### config.mk
export PLATFORM = sky130hd
export DESIGN_NAME = blk_xfer_seq
export DESIGN_NICKNAME = d
export VERILOG_FILES = /design/src/rtl/blk_xfer_seq.sv
export SDC_FILE = /design/constraint.sdc
export NUM_CORES = 1
export LEC_CHECK = 0
export BUFFER_PORTS_ARGS = -buffer_cell sky130_fd_sc_hd__buf_2
export CAP_MARGIN = 20
export CORE_MARGIN = 2
export CORE_UTILIZATION = 63
export DETAILED_ROUTE_END_ITERATION = 12
export GPL_TIMING_DRIVEN = 0
export PLACE_DENSITY_LB_ADDON = 0.3
export REMOVE_ABC_BUFFERS = 1
export SYNTH_ARGS = -nofsm -noshare
export SYNTH_HDL_FRONTEND = slang
export SYNTH_SLANG_ARGS = --single-unit
### constraint.sdc
create_clock -name clk -period 8 [get_ports clk]
set_input_delay 1.2 -clock clk [delete_from_list [all_inputs] [get_ports clk]]
set_output_delay 1.2 -clock clk [all_outputs]
set_load 0.01 [all_outputs]
### src/rtl/blk_xfer_seq.sv
module blk_xfer_seq #(
  parameter int NREG = 16,
  parameter int AW   = 32,
  parameter int DW   = 32,
  parameter int STEP = 4
) (
  input  logic                    clk,
  input  logic                    rst_n,
  input  logic                    start,
  input  logic                    is_load,
  input  logic                    is_swap,
  input  logic [NREG-1:0]         reg_list,
  input  logic [$clog2(NREG)-1:0] base_idx,
  input  logic [AW-1:0]           base_val,
  input  logic                    inc_up,
  input  logic                    pre_idx,
  input  logic                    wb_en,
  input  logic [DW-1:0]           mem_rdata,
  input  logic                    mem_abort,
  output logic                    busy,
  output logic                    mem_req,
  output logic                    mem_we,
  output logic [AW-1:0]           mem_addr,
  output logic [$clog2(NREG)-1:0] mem_reg,
  output logic                    rf_we,
  output logic [$clog2(NREG)-1:0] rf_idx,
  output logic [DW-1:0]           rf_wdata,
  output logic                    done,
  output logic                    aborted
);
  localparam int IW = $clog2(NREG);
  localparam int CW = $clog2(NREG + 1);

  typedef enum logic [2:0] {S_IDLE, S_XFER, S_FIN, S_SRD, S_SWR} st_t;

  function automatic logic [IW-1:0] lowest(input logic [NREG-1:0] v);
    logic [IW-1:0] r;
    r = '0;
    for (int i = NREG - 1; i >= 0; i--)
      if (v[i]) r = IW'(i);
    return r;
  endfunction

  function automatic logic [CW-1:0] popc(input logic [NREG-1:0] v);
    logic [CW-1:0] r;
    r = '0;
    for (int i = 0; i < NREG; i++)
      r = r + CW'(v[i]);
    return r;
  endfunction

  st_t            st;
  logic [NREG-1:0] left;
  logic [AW-1:0]  addr, wbv;
  logic [IW-1:0]  base_r, sreg;
  logic           load_r, swap_r, wb_r, ab_r, hit_r;
  logic [DW-1:0]  hold;

  logic [IW-1:0]  cur;
  logic           acc, ab_now, last;
  logic [AW-1:0]  span, first, wb_calc;
  logic [CW-1:0]  cnt;

  assign cur     = lowest(left);
  assign acc     = (st == S_XFER) || (st == S_SRD) || (st == S_SWR);
  assign ab_now  = ab_r | (acc & mem_abort);
  assign last    = (left & (left - 1'b1)) == '0;

  assign cnt     = popc(reg_list);
  assign span    = AW'(cnt) * AW'(STEP);
  assign first   = inc_up ? (pre_idx ? base_val + AW'(STEP) : base_val)
                          : (pre_idx ? base_val - span : base_val - span + AW'(STEP));
  assign wb_calc = inc_up ? base_val + span : base_val - span;

  assign busy     = st != S_IDLE;
  assign mem_req  = acc;
  assign mem_we   = ((st == S_XFER) && !load_r) || (st == S_SWR);
  assign mem_addr = addr;
  assign mem_reg  = swap_r ? sreg : cur;
  assign done     = st == S_FIN;
  assign aborted  = done & ab_r;

  always_comb begin
    rf_we    = 1'b0;
    rf_idx   = cur;
    rf_wdata = mem_rdata;
    if (st == S_XFER) begin
      rf_we = load_r && !ab_now && (cur != base_r);
    end else if (st == S_FIN) begin
      if (swap_r) begin
        rf_we    = !ab_r;
        rf_idx   = sreg;
        rf_wdata = hold;
      end else if (load_r && hit_r && !ab_r) begin
        rf_we    = 1'b1;
        rf_idx   = base_r;
        rf_wdata = hold;
      end else if (wb_r) begin
        rf_we    = 1'b1;
        rf_idx   = base_r;
        rf_wdata = DW'(wbv);
      end
    end
  end

  always_ff @(posedge clk or negedge rst_n) begin
    if (!rst_n) begin
      st     <= S_IDLE;
      left   <= '0;
      addr   <= '0;
      wbv    <= '0;
      base_r <= '0;
      sreg   <= '0;
      load_r <= 1'b0;
      swap_r <= 1'b0;
      wb_r   <= 1'b0;
      ab_r   <= 1'b0;
      hit_r  <= 1'b0;
      hold   <= '0;
    end else begin
      case (st)
        S_IDLE: if (start) begin
          ab_r   <= 1'b0;
          hit_r  <= 1'b0;
          load_r <= is_load;
          swap_r <= is_swap;
          base_r <= base_idx;
          left   <= reg_list;
          sreg   <= lowest(reg_list);
          wbv    <= wb_calc;
          wb_r   <= wb_en && (reg_list != '0) && !is_swap;
          addr   <= is_swap ? base_val : first;
          if (is_swap)              st <= S_SRD;
          else if (reg_list == '0)  st <= S_FIN;
          else                      st <= S_XFER;
        end
        S_XFER: begin
          ab_r <= ab_now;
          if (load_r && (cur == base_r) && !ab_now) begin
            hold  <= mem_rdata;
            hit_r <= 1'b1;
          end
          left <= left & ~(NREG'(1) << cur);
          addr <= addr + AW'(STEP);
          if (last) st <= S_FIN;
        end
        S_SRD: begin
          ab_r <= ab_now;
          hold <= mem_rdata;
          st   <= ab_now ? S_FIN : S_SWR;
        end
        S_SWR: begin
          ab_r <= ab_now;
          st   <= S_FIN;
        end
        default: st <= S_IDLE;
      endcase
    end
  end
endmodule


==> impl_metrics.toml <==
[routing]
drt_iter0_drc = 1489
drc = 0
routed_wl_um = 34500
vias_per_cell = 6.69
drt_pass1_iterations = 7
vias = 11700
antenna_left = 0
wire_per_inst_um = 19.8

[critical_path]
slowest_delay_ns = 0.68
crit_start = "reg_list[0]"
r2r_setup_slack_ns = 4.47
worstPathCellList = "buf_2, inv_1, fa_1, fa_1, fa_1, fa_1, inv_1, ha_1, fa_1, xor2_1, inv_1, ha_1, o311ai_1, buf_2, nand3_1, mux2i_1, o21ai_1, or4_4, o21ai_1, or3b_1, a211oi_2"
path_buf_inv = 5
slowest_stage = "o311ai_1"
reg2reg_to = "hold[2]$_DFFE_PN0P_"
crit_family = "adder cells"
reg2reg_depth = 6
arrival_ns = 8.07
end_kind = "register"
cp-endpoint = "mem_addr[30]$_DFFE_PN0P_"
required_ns = 8.33
cp_common_cell = "fa_1"
r2r-start = "st[0]$_DFFE_PN0P_"
start_kind = "input pin"
cp.depth = 21
crit_type = "input pin to register"
path_max_fanout = 11

[floorplan]
die-area_mm2 = 0.0182
start_util_pct = 64.8
io_pins = 171
rows = 47
placeableCoreArea_mm2 = 0.0166
dieWidth_um = 135
fp.dieH_um = 135

[power_and_ir_drop]
ir_drop_v = 0.000340
pwr_density_cell_mw_per_mm2 = 367
leakage_nw = 5.24

[yosys]
synth_top_cell_area_share_pct = 29.7
ys_seq_area_share_pct = 29.7
synth-seq-cells = 128
syn_inst = 1414
synth_cell_types = 74
yosysWarnings = 0
synth_area_mm2 = 0.0108
synth_top_flop_cell = "dfrtp_1"
synthTopCellsByArea = "dfrtp_1 30%, o21ai_0 5.6%, nand2_1 5.5%, a21oi_1 5.3%, nor2_1 4.9%"
syn_avg_cell_area_um2 = 7.63
synth_edf_count = 0
async_reset_ff_share_pct = 100
synth_largest_area_cell = "dfrtp_1"

[place]
dp_hpwl_um = 24600
io_buffer_count = 170
dp.cells = 1711
gp_congestion = 0.968

[global_route]
met1_usage_pct = 52.8
grt_pass1_wl_um = 54600
grt_use_met2_pct = 58.6
first_global_vias = 10500
grt_usage_pct = 37.8
antenna_found_initial = 0
grtUsageMet3_pct = 6.53
grt_remaining_overflow = 0
grt_start_max_net_pins = 106
top_usage_layer = "met2"

[sta]
hold_viol = 0
worstMarginPinSlew_ns = 1.01
fmax_ghz = 0.129
fin_crit_sh_pct = 96.8
holdWs_ns = 0.472
maxSlewHeadroom_pct = 32.4
min_period_ns = 7.74
fin_skew_ns = 0.00913
finalSetupViolCount = 0
drv_slew = 0
rsz0062_at_grt = "no"

[final_layout]
num-fill-cells = 1249
layout.cells.most_common_list = "169 x buf_2, 157 x nand2_1, 137 x nor2_1"
fin_nets = 1636
multi_input_area_mm2 = 0.00706
regArea_mm2 = 0.00320
num_antenna_cells = 0
areaGrowthSynthToFinish_pct = 14.2
instances_no_fill = 1743
final_common_cell = "buf_2"
fin_util_pct = 74.1
drive_above_1_share_pct = 18.1

[run_status]
status = "finished, final reports clean"

[clock_tree]
cts_buffer_depth = 2
cts.sink_count = 128
root_buffer = "clkbuf_16"
cts_tree = "built"
hold_buffers = 0
clk_pin_slew_ns = 0.06
clkLatencyLatePin_ns = 0.43
htreeDepth = 4
cts-buffers-inserted = 17

[hold_path]
min_path_type = "register to register"

[flow_run]
cap_violations = 0
==> timing repair <==
action	CTS	global route
resized for setup	0	3
endpoints found under the setup margin	0	3
setup buffers	0	0
==> layout make-up <==
cell class                      count  area share (%)
Multi-Input combinational cell   1130            57.3
Sequential cell                   128            26.0
Clock inverter                      8           0.670
Clock buffer                       23            3.88
Timing Repair Buffer              178            8.25
Tap cell                          220            2.23
Inverter                           56            1.71
==> worst min-delay path, cell delays in order (launching register included) <==
cell and delay (ns):
dfrtp_1 0.34, nand2_1 0.05, nand2_1 0.06
==> worst min-delay path by stage <==
stage / from / to / cells after the start
2_1_floorplan: wbv[16]$_DFFE_PN0P_ / wbv[16]$_DFFE_PN0P_ / 2
3_3_place_gp: mem_addr[0]$_DFFE_PN0P_ / mem_addr[0]$_DFFE_PN0P_ / 2
3_5_place_dp: mem_addr[0]$_DFFE_PN0P_ / mem_addr[0]$_DFFE_PN0P_ / 2
4_1_cts: mem_addr[0]$_DFFE_PN0P_ / mem_addr[0]$_DFFE_PN0P_ / 2
5_1_grt: wbv[29]$_DFFE_PN0P_ / wbv[29]$_DFFE_PN0P_ / 2
6_report: mem_addr[1]$_DFFE_PN0P_ / mem_addr[1]$_DFFE_PN0P_ / 2
==> state kept, by name, indices dropped and copies added (netlist names) <==
signal / flops
hold: 32
load_r: 1
wbv: 32
base_r: 4
st: 3
sreg: 4
mem_addr: 32
left: 16
swap_r: 1
hit_r: 1
ab_r: 1
wb_r: 1
==> metal layers <==
layer | part of all wire (%) | vias up
li1 | - | 5323
met1 | 41 | 5424
met2 | 45 | 787
met3 | 10 | 125
met4 | 3.7 | 0
met5 | 0 | -
==> through the flow <==
step / power, mW / setup WS, ns / instance area [µm²] / TNS, ns
finish: 4.52 / 0.257 / 12300 / 0
global route: 4.83 / 0.0288 / 12300 / 0
CTS: 4.44 / 0.314 / 12300 / 0
detailed placement: 3.68 / -0.00322 / 11700 / -0.00322
global placement: 3.54 / -1.33 / 11500 / -18.08
floorplan: 2.82 / 0.433 / 10400 / 0
==> cell families (layout without fill, tap and decap cells) <==
| group | Yosys count | count (layout) | synth area share, % |
|---|---|---|---|
| simple gates | 543 | 543 | 24.2 |
| compound gates | 425 | 425 | 24.4 |
| buf+inv | 156 | 265 | 5.53 |
| flops | 128 | 128 | 29.7 |
| xor+xnor | 79 | 79 | 6.41 |
| mux | 51 | 51 | 5.17 |
| fa+ha+maj | 32 | 32 | 4.55 |
==> power by group <==
group | leakage, nW | internal, mW | switching [mW]
Combinational | 3.42 | 0.991 | 1.53
Sequential | 1.56 | 0.956 | 0.303
Clock | 0.261 | 0.450 | 0.284
Total | 5.24 | 2.40 | 2.12
==> Yosys cell counts, drive strengths merged, types with 13 or more instances <==
cell / n
nand2: 157
nor2: 140
dfrtp: 128
o21ai: 123
a21oi: 115
clkbuf: 85
inv: 55
nand3: 54
xnor2: 53
o22ai: 49
mux2: 38
nor3: 36
nand4: 29
xor2: 26
and3: 24
ha: 20
or3: 18
or4: 16
buf: 15
a31oi: 14
mux2i: 13
Note: power is estimated with default switching activity, not from simulation.
